## config.mk

```make
export PLATFORM = sky130hd
export DESIGN_NAME = seg_xlat
export DESIGN_NICKNAME = d
export VERILOG_FILES = /design/src/rtl/seg_xlat_pkg.sv /design/src/rtl/seg_table.sv /design/src/rtl/seg_check.sv /design/src/rtl/seg_out_stage.sv /design/src/rtl/seg_xlat.sv
export SDC_FILE = /design/constraint.sdc
export NUM_CORES = 1
export LEC_CHECK = 0
export BUFFER_PORTS_ARGS = -buffer_cell sky130_fd_sc_hd__buf_2
export CAP_MARGIN = 15
export CELL_PAD_IN_SITES_DETAIL_PLACEMENT = 1
export CELL_PAD_IN_SITES_GLOBAL_PLACEMENT = 2
export CORE_MARGIN = 8
export CORE_UTILIZATION = 35
export CTS_CLUSTER_DIAMETER = 200
export DETAILED_ROUTE_END_ITERATION = 8
export GPL_TIMING_DRIVEN = 0
export PLACE_DENSITY = 0.81
export SLEW_MARGIN = 20
export SYNTH_ARGS = -nofsm -noshare
export SYNTH_HDL_FRONTEND = slang
export SYNTH_SLANG_ARGS = --single-unit
export TNS_END_PERCENT = 20
```

## constraint.sdc

```tcl
create_clock -name clk -period 4.5 [get_ports clk]
set_input_delay 0.675 -clock clk [delete_from_list [all_inputs] [get_ports clk]]
set_output_delay 0.675 -clock clk [all_outputs]
set_load 0.02 [all_outputs]
```

## src/rtl/seg_xlat_pkg.sv

```systemverilog
package seg_xlat_pkg;

    typedef enum logic [1:0] {
        FLT_NONE  = 2'b00,
        FLT_INVAL = 2'b01,
        FLT_BOUND = 2'b10,
        FLT_PERM  = 2'b11
    } fault_e;

    typedef enum logic [1:0] {
        ACC_FETCH = 2'b00,
        ACC_LOAD  = 2'b01,
        ACC_STORE = 2'b10,
        ACC_STALT = 2'b11
    } acc_e;

    localparam int PERM_R = 0;
    localparam int PERM_W = 1;
    localparam int PERM_X = 2;

    function automatic logic perm_allows(input logic [2:0] perm, input logic [1:0] acc);
        logic ok;
        case (acc)
            2'b00:   ok = perm[PERM_X];
            2'b01:   ok = perm[PERM_R];
            default: ok = perm[PERM_W];
        endcase
        return ok;
    endfunction

endpackage

```

## src/rtl/seg_table.sv

```systemverilog
module seg_table #(
    parameter int NSEG     = 4,
    parameter int SEG_BITS = 2,
    parameter int PA_W     = 16,
    parameter int LIM_W    = 13,
    localparam int LEN_W   = SEG_BITS + 1
) (
    input  logic                clk,
    input  logic                rst,
    input  logic                wr_en,
    input  logic                wr_priv,
    input  logic                wr_len_sel,
    input  logic [SEG_BITS-1:0] wr_idx,
    input  logic [PA_W-1:0]     wr_base,
    input  logic [LIM_W-1:0]    wr_limit,
    input  logic [2:0]          wr_perm,
    input  logic                wr_valid,
    input  logic [LEN_W-1:0]    wr_length,
    output logic [PA_W-1:0]     base_q  [NSEG],
    output logic [LIM_W-1:0]    limit_q [NSEG],
    output logic [2:0]          perm_q  [NSEG],
    output logic                used_q  [NSEG],
    output logic [LEN_W-1:0]    length_q,
    output logic                wr_err
);

    logic ok_wr;
    assign ok_wr = wr_en && wr_priv;

    for (genvar g = 0; g < NSEG; g++) begin : g_entry
        always_ff @(posedge clk) begin
            if (rst) begin
                base_q[g]  <= '0;
                limit_q[g] <= '0;
                perm_q[g]  <= '0;
                used_q[g]  <= 1'b0;
            end else if (ok_wr && !wr_len_sel && wr_idx == SEG_BITS'(g)) begin
                base_q[g]  <= wr_base;
                limit_q[g] <= wr_limit;
                perm_q[g]  <= wr_perm;
                used_q[g]  <= wr_valid;
            end
        end
    end

    always_ff @(posedge clk) begin
        if (rst) begin
            length_q <= '0;
            wr_err   <= 1'b0;
        end else begin
            if (ok_wr && wr_len_sel) length_q <= wr_length;
            wr_err <= wr_en && !wr_priv;
        end
    end


    unpriv_err_chk: assert property (@(posedge clk) disable iff (rst)
        (wr_en && !wr_priv) |=> wr_err);


    unpriv_len_hold_chk: assert property (@(posedge clk) disable iff (rst)
        (wr_en && !wr_priv) |=> $stable(length_q));


    reset_len_chk: assert property (@(posedge clk) disable iff (rst)
        $past(rst) |-> (length_q == '0 && !wr_err));

endmodule

```

## src/rtl/seg_check.sv

```systemverilog
module seg_check
    import seg_xlat_pkg::*;
#(
    parameter int NSEG     = 4,
    parameter int SEG_BITS = 2,
    parameter int OFF_W    = 12,
    parameter int PA_W     = 16,
    parameter int LIM_W    = 13,
    localparam int LEN_W   = SEG_BITS + 1,
    localparam int VA_W    = SEG_BITS + OFF_W
) (
    input  logic [VA_W-1:0]  addr,
    input  logic [1:0]       acc,
    input  logic [PA_W-1:0]  base_q  [NSEG],
    input  logic [LIM_W-1:0] limit_q [NSEG],
    input  logic [2:0]       perm_q  [NSEG],
    input  logic             used_q  [NSEG],
    input  logic [LEN_W-1:0] length_q,
    output fault_e           fault,
    output logic [PA_W-1:0]  paddr
);

    logic [SEG_BITS-1:0] seg;
    logic [OFF_W-1:0]    off;
    logic                bad_seg, over, denied;

    assign seg = addr[VA_W-1:OFF_W];
    assign off = addr[OFF_W-1:0];

    always_comb begin
        bad_seg = !used_q[seg] || (LEN_W'(seg) >= length_q);
        over    = LIM_W'(off) >= limit_q[seg];
        denied  = !perm_allows(perm_q[seg], acc);
        if (bad_seg)     fault = FLT_INVAL;
        else if (over)   fault = FLT_BOUND;
        else if (denied) fault = FLT_PERM;
        else             fault = FLT_NONE;
        paddr = (fault == FLT_NONE) ? base_q[seg] + PA_W'(off) : '0;
    end

endmodule

```

## src/rtl/seg_out_stage.sv

```systemverilog
module seg_out_stage
    import seg_xlat_pkg::*;
#(
    parameter bit OUT_REG = 1'b1,
    parameter int PA_W    = 16
) (
    input  logic            clk,
    input  logic            rst,
    input  logic            in_valid,
    input  fault_e          in_fault,
    input  logic [PA_W-1:0] in_paddr,
    output logic            out_valid,
    output fault_e          out_fault,
    output logic [PA_W-1:0] out_paddr
);

    if (OUT_REG) begin : g_reg
        always_ff @(posedge clk) begin
            if (rst) begin
                out_valid <= 1'b0;
                out_fault <= FLT_NONE;
                out_paddr <= '0;
            end else begin
                out_valid <= in_valid;
                out_fault <= in_fault;
                out_paddr <= in_paddr;
            end
        end


        latency_chk: assert property (@(posedge clk) disable iff (rst)
            in_valid |=> out_valid);
    end else begin : g_comb
        assign out_valid = in_valid;
        assign out_fault = in_fault;
        assign out_paddr = in_paddr;
    end

endmodule

```

## src/rtl/seg_xlat.sv

```systemverilog
module seg_xlat
    import seg_xlat_pkg::*;
#(
    parameter int SEG_BITS = 2,
    parameter int OFF_W    = 12,
    parameter int PA_W     = 16,
    parameter bit OUT_REG  = 1'b1,
    localparam int NSEG    = 1 << SEG_BITS,
    localparam int VA_W    = SEG_BITS + OFF_W,
    localparam int LIM_W   = OFF_W + 1,
    localparam int LEN_W   = SEG_BITS + 1
) (
    input  logic                clk,
    input  logic                rst,
    input  logic                req_valid,
    input  logic [VA_W-1:0]     req_addr,
    input  logic [1:0]          req_acc,
    output logic                rsp_valid,
    output logic [PA_W-1:0]     rsp_paddr,
    output logic [1:0]          rsp_fault,
    input  logic                wr_en,
    input  logic                wr_priv,
    input  logic                wr_len_sel,
    input  logic [SEG_BITS-1:0] wr_idx,
    input  logic [PA_W-1:0]     wr_base,
    input  logic [LIM_W-1:0]    wr_limit,
    input  logic [2:0]          wr_perm,
    input  logic                wr_valid,
    input  logic [LEN_W-1:0]    wr_length,
    output logic                wr_err
);

    logic [PA_W-1:0]  base_q  [NSEG];
    logic [LIM_W-1:0] limit_q [NSEG];
    logic [2:0]       perm_q  [NSEG];
    logic             used_q  [NSEG];
    logic [LEN_W-1:0] length_q;
    fault_e           c_fault, o_fault;
    logic [PA_W-1:0]  c_paddr;

    seg_table #(.NSEG(NSEG), .SEG_BITS(SEG_BITS), .PA_W(PA_W), .LIM_W(LIM_W)) u_table (
        .clk(clk), .rst(rst),
        .wr_en(wr_en), .wr_priv(wr_priv), .wr_len_sel(wr_len_sel), .wr_idx(wr_idx),
        .wr_base(wr_base), .wr_limit(wr_limit), .wr_perm(wr_perm), .wr_valid(wr_valid),
        .wr_length(wr_length),
        .base_q(base_q), .limit_q(limit_q), .perm_q(perm_q), .used_q(used_q),
        .length_q(length_q), .wr_err(wr_err)
    );

    seg_check #(.NSEG(NSEG), .SEG_BITS(SEG_BITS), .OFF_W(OFF_W), .PA_W(PA_W), .LIM_W(LIM_W)) u_check (
        .addr(req_addr), .acc(req_acc),
        .base_q(base_q), .limit_q(limit_q), .perm_q(perm_q), .used_q(used_q),
        .length_q(length_q), .fault(c_fault), .paddr(c_paddr)
    );

    seg_out_stage #(.OUT_REG(OUT_REG), .PA_W(PA_W)) u_out (
        .clk(clk), .rst(rst),
        .in_valid(req_valid), .in_fault(c_fault), .in_paddr(c_paddr),
        .out_valid(rsp_valid), .out_fault(o_fault), .out_paddr(rsp_paddr)
    );

    assign rsp_fault = o_fault;


    fault_zero_pa_chk: assert property (@(posedge clk) disable iff (rst)
        (rsp_fault != 2'b00) |-> (rsp_paddr == '0));


    unused_seg_chk: assert property (@(posedge clk) disable iff (rst)
        (!used_q[req_addr[VA_W-1:OFF_W]]) |-> (c_fault == FLT_INVAL));


    len_range_chk: assert property (@(posedge clk) disable iff (rst)
        (LEN_W'(req_addr[VA_W-1:OFF_W]) >= length_q) |-> (c_fault == FLT_INVAL));

endmodule

```

Yosys cells after proc, flatten, opt, wreduce, memory -nomap -nowiden
Index checks and enable logic that the tools add are counted.

Add/subtract/negate cells: 1. Order comparisons: 3. Equal/unequal tests: 4. Muxes and demuxes: 16. Bitwise gates (word level): 2. Reduce and logical (&&, ||, !) cells: 16.

Operators with widths (number): $bmux W16 S2 (1); $mux W16 (2); $bmux W13 S2 (1); $mux W13 (2); $add A16 B12 Y16 (1); $ge A12 B13 Y1 (1); $logic_and A1 B1 Y1 (8); $bmux W3 S2 (1); $logic_not A2 Y1 (3); $mux W2 (3); $mux W3 (2); $eq A2 B1 Y1 const B (2); $eq A2 B2 Y1 const B (2); $ge A2 B3 Y1 (1); $ge A3 B3 Y1 const B (1); $logic_not A1 Y1 (3); $not A2 Y3 (1); $bmux W1 S2 (1); $mux W1 (2); $pmux W1 S2 (1); $reduce_or A2 Y1 (1); $logic_or A1 B1 Y1 (1); $not A1 Y1 (1).

Register bits after elaboration: 155. Input bits: 60. Output and inout bits: 20.

Longest topological paths before layout
Depth in word-level cells: 11. Mapped depth: 14.

Hierarchy
Synthesis repeated with hierarchy kept, for this count alone.

Cell total of the unflattened synthesis: 729. Area, all modules: 7822.5 um2.

Modules (own cells, without submodules): seg_table (times used 1, cells an instance 481, area an instance 5393.9 um2, seq. area each 2722.6 um2); seg_check (times used 1, cells an instance 209, area an instance 1911.8 um2, seq. area each 0.0 um2); seg_out_stage (times used 1, cells an instance 39, area an instance 516.7 um2, seq. area each 380.4 um2).

Least setup slack after synthesis
OpenSTA, ideal clock, no wires.

Kind: input-to-reg. From: input port req_addr[13]. To: register u_out.out_paddr[14]. Arrival: 3.528 ns. Data required time: 4.426 ns. Slack: 0.898 ns. Cell stages on the path: 14. Path buffers: 4. Path through: buf_4 buf_6 buf_2 buf_2 mux4_2 ha_1 inv_1 fa_1 nand2b_1 a211oi_2 o41a_2 o21ai_2 or4_1 a31oi_1.

Longest elaborated chain between the ends: 11. Elaborated cells on any way between the ends: 25.

RTL lines: start: declaration (RTL line seg_xlat.sv:16) `input logic [VA_W-1:0] req_addr,`; parallel branches: the longest is 11 deep, another holds $ge A12 B13 Y1; end signal: assignment (RTL line seg_out_stage.sv:26) `out_paddr <= in_paddr;`; end: declaration (RTL line seg_out_stage.sv:14) `output logic [PA_W-1:0] out_paddr`.

Several ways; the timed one is not identified. The select of a mux whose other input is x is not followed. A chain may end at the register's enable or synchronous reset.

Worst setup path in the final report
Same ends and word-level chain as after synthesis.

==> results by group <==
Finish
  – Fin cells: ~1200
  – Share of layout cells above drive strength 1: 0.171
  – Final Core Density: 0.425
  – Synthesis-to-layout area growth: 18.7%
  – Final instance area: slightly above 8000 sq um
  – Ant. Diodes: 0
  – Nets@finish: about 1000
  – Fill cells: about 2400

Pwr
  – Leakage power: ~3.0 nW
  – Pint: around 2.3 mW
  – Total power: a little over 3 mW
  – Sw power: approximately 0.75 mW
  – Reg power frac: 0.457
  – Clock power share: 0.469
  – Gate power share: 0.074
  – Sw frac: 0.246
  – Power per cell area: 368 nW/um^2
  – Peak VDD IR: about 0.28 mV

STA
  – Final worst clock skew: between 0.009 and 0.01 ns
  – Tcrit/Tclk final: 0.897
  – Worst slew pin tran: 0.850 ns
  – Final Hold Vio Count: 0
  – Slew headroom: 0.429
  – RSZ-0062 raised after global routing: false
  – Max Clk Rate: between 200 and 250 MHz
  – Post-layout min period: roughly 4 ns
  – Setup Viol. Count Final: 0
  – Max-slew violations: 0

Route
  – Iter 0 DRT Violations: about 280
  – DR vias/cell: just over 5
  – Via count: 6065
  – DRT antenna net count: 0
  – Remaining DRCs: 0
  – Final wirelength: ~23000 um
  – TritonRoute pass-1 iters: 4
  – Post-detailed-route wirelength per cell: roughly 19 um

Synthesis
  – Flops & latches, synth: between 150 and 200
  – Post-synth ARST share: 0
  – Synthesized area: around 7000 sq um
  – Warnings from Yosys: 0
  – Mapped Nets: 910
  – Sequential cell area fraction in the yosys report: 0.443
  – Avg Inst Size Synth: about 8.5 sq um
  – Distinct cells, synth: 47
  – Primary FF master, synth: dfxtp_1
  – Syn Inst Count: 823
  – Post-synth EDFFs: 0

Global routing
  – Vias in the first global route: approximately 6300
  – Largest net degree at the start of global routing: 17
  – GRT Overall Usage: 0.192
  – GR Overflow Total: 0
  – Antenna violations before repair: 0
  – First-pass GRT wire length: 35700 um

Place
  – Final Wtd Congestion: between 0.8 and 0.9
  – DP HPWL: roughly 17000 um
  – Area post-placement: 7720 sq um
  – DP Cell Count: 1166
  – IO Port Bufs: 78

Worst setup path
  – CP Data Arrival Time: about 4.4 ns
  – Worst-path maximum fanout: 10
  – Max incr delay on CP: around 0.5 ns
  – Critical Path, Cell by Cell: buf_2, buf_4, buf_6, buf_2, buf_2, mux4_2, ha_1, inv_1, fa_1, nand2b_1, a211oi_2, o41a_2, o21ai_2, or4_1, a31oi_1
  – Critical Setup Path Class: in2reg
  – Worst EP required: 4.86 ns
  – Worst path slowest cell: or4_1
  – Flop2flop setup slack: between 1.5 and 2 ns
  – CP dominant cell by count: buf_2
  – CP Capture Type: flip-flop
  – Startpoint Class: input port

Status
  – Status: complete, no violations

CTS
  – Longest Clk Path Bufs: 2
  – Post-CTS Setup Bufs: 0
  – Post-CTS sizing: 0
  – CTS clk-pin slew, worst paths: 0.06 ns
  – CTS sink cnt: between 150 and 200
  – H-tree levels: 4
  – Clock root cell: clkbuf_16
  – Clk Latency, worst-skew pair: about 0.43 ns
  – Num CTS Buffers: 17
  – CTS tree: yes
  – Cts hold-fix bufs: 0

Min path
  – HP Class: in2reg

Die
  – Die height: 157 um
  – Std-Cell Rows: 51
  – Die area: about 25000 sq um
  – Chip Width: 157 um
  – Ports: 80
  – Core box area: 19500 sq um
  – Initial Util: 0.359

Flow run
  – Max-cap violation count: 0
-- placed cells by master (no fill, tap or decap), types with 3 or more instances in the layout --
master        n
and2_1        3
mux4_2       33
clkinvlp_4    4
buf_2        84
a21o_1        5
clkbuf_1     44
mux2i_1       4
xnor2_1       3
buf_4         3
dfxtp_1     155
and3_1        4
nor3_1        6
inv_1        21
nor2_1       27
xor2_1        6
o21ai_0       8
nand2_1     273
clkbuf_8      5
a211oi_1      4
ha_1         26
a21oi_1     145
nor2b_1       3
clkbuf_16    17
nand2b_1      5
nand3_1       8
-- flip-flops by register name, summed over array words and instances, names as in the netlist --
| name | flops |
|---|---|
| u_table.perm_q | 12 |
| u_table.limit_q | 52 |
| u_out.out_fault | 2 |
| u_table.used_q | 4 |
| u_out.out_valid | 1 |
| u_out.out_paddr | 16 |
| u_table.base_q | 64 |
| u_table.length_q | 3 |
| u_table.wr_err | 1 |
-- worst paths after layout --
| kind | from | end | cells past startpoint |
|---|---|---|---|
| max | req_addr[13] | u_out.out_paddr[14] | 15 |
| min | wr_priv | u_table.wr_err | 2 |
| max reg2reg | u_table.base_q[0] | u_out.out_paddr[14] | 10 |
| min reg2reg | u_table.limit_q[10] | u_table.limit_q[10] | 2 |
-- critical path, delay by kind of cell --
family | cells | cell delay, ns
multiplexers | 1 | 0.29
AO/OA/AOI/OAI | 4 | 0.74
adder cells (fa/ha/maj) | 2 | 0.60
AND/OR/NAND/NOR | 2 | 0.71
buffers and inverters | 6 | 1.36
-- routing by layer --
metal / vias to the layer above / wire (um) / track usage
met5: - / 0 / 0
met4: 0 / 314 / 0.0576
met3: 18 / 842 / 0.0340
met2: 101 / 11100 / 0.324
met1: 2957 / 10900 / 0.247
li1: 2989 / - / -
-- cells by family after synthesis --
logic type / Yosys count / share of synthesized area
AND/OR/NAND/NOR: 337 / 0.192
buffers and inverters: 75 / 0.0452
multiplexers: 37 / 0.112
AO/OA/AOI/OAI: 183 / 0.147
XOR/XNOR: 9 / 0.0113
adder cells (fa/ha/maj): 27 / 0.0493
flip-flops: 155 / 0.443
-- power groups by stage --
stage	clock network [mW]	registers, mW	logic [mW]
2_1_floorplan	0	1.43	0.122
3_3_place_gp	0	1.43	0.226
3_5_place_dp	0	1.43	0.227
4_1_cts	1.46	1.40	0.229
5_1_grt	1.51	1.40	0.249
6_report	1.44	1.40	0.227
-- final cells by class --
class | instances | area, sq um | area share
Buffer | 54 | 238 | 0.0286
Clock buffer | 24 | 502 | 0.0604
Clock inverter | 8 | 82.6 | 0.00994
Inverter | 21 | 78.8 | 0.00949
Multi-Input combinational cell | 593 | 3580 | 0.431
Sequential cell | 155 | 3100 | 0.374
Tap cell | 265 | 332 | 0.0399
Timing Repair Buffer | 78 | 390 | 0.0470
-- synth_stat cells (2+ instances only) --
cell type | count | area (sq um)
o22ai_1 | 2 | 12.5
a21o_1 | 5 | 37.5
buf_4 | 3 | 22.5
dfxtp_1 | 155 | 3100
xor2_1 | 6 | 52.6
or4_1 | 2 | 15.0
mux4_2 | 33 | 743
mux2i_1 | 4 | 40.0
nand2b_1 | 5 | 31.3
nor2_1 | 27 | 101
o21ai_2 | 2 | 17.5
a211oi_1 | 4 | 30.0
nand3_1 | 8 | 40.0
o21ai_0 | 8 | 40.0
buf_6 | 2 | 22.5
ha_1 | 26 | 325
nand2_1 | 273 | 1020
clkbuf_1 | 42 | 158
inv_1 | 21 | 78.8
or3_1 | 2 | 12.5
xnor2_1 | 3 | 26.3
and3_1 | 4 | 25.0
a21oi_1 | 145 | 726
nor3b_1 | 2 | 15.0
buf_2 | 6 | 30.0
nor3_1 | 6 | 30.0
o21bai_1 | 2 | 15.0
and2_1 | 3 | 18.8
a31oi_1 | 2 | 12.5
nor2b_1 | 3 | 18.8
-- metrics by stage --
stage,setup slack (ns),TNS [ns],hold WS [ns]
after floorplan,0.898,0,0.433
after global placement,0.0356,0,0.442
after detailed placement,-0.0194,-0.0194,0.446
after CTS,0.416,0,0.421
after global routing,0.246,0,0.443
final,0.465,0,0.432
No activity file was read; power rests on OpenSTA's default activity.
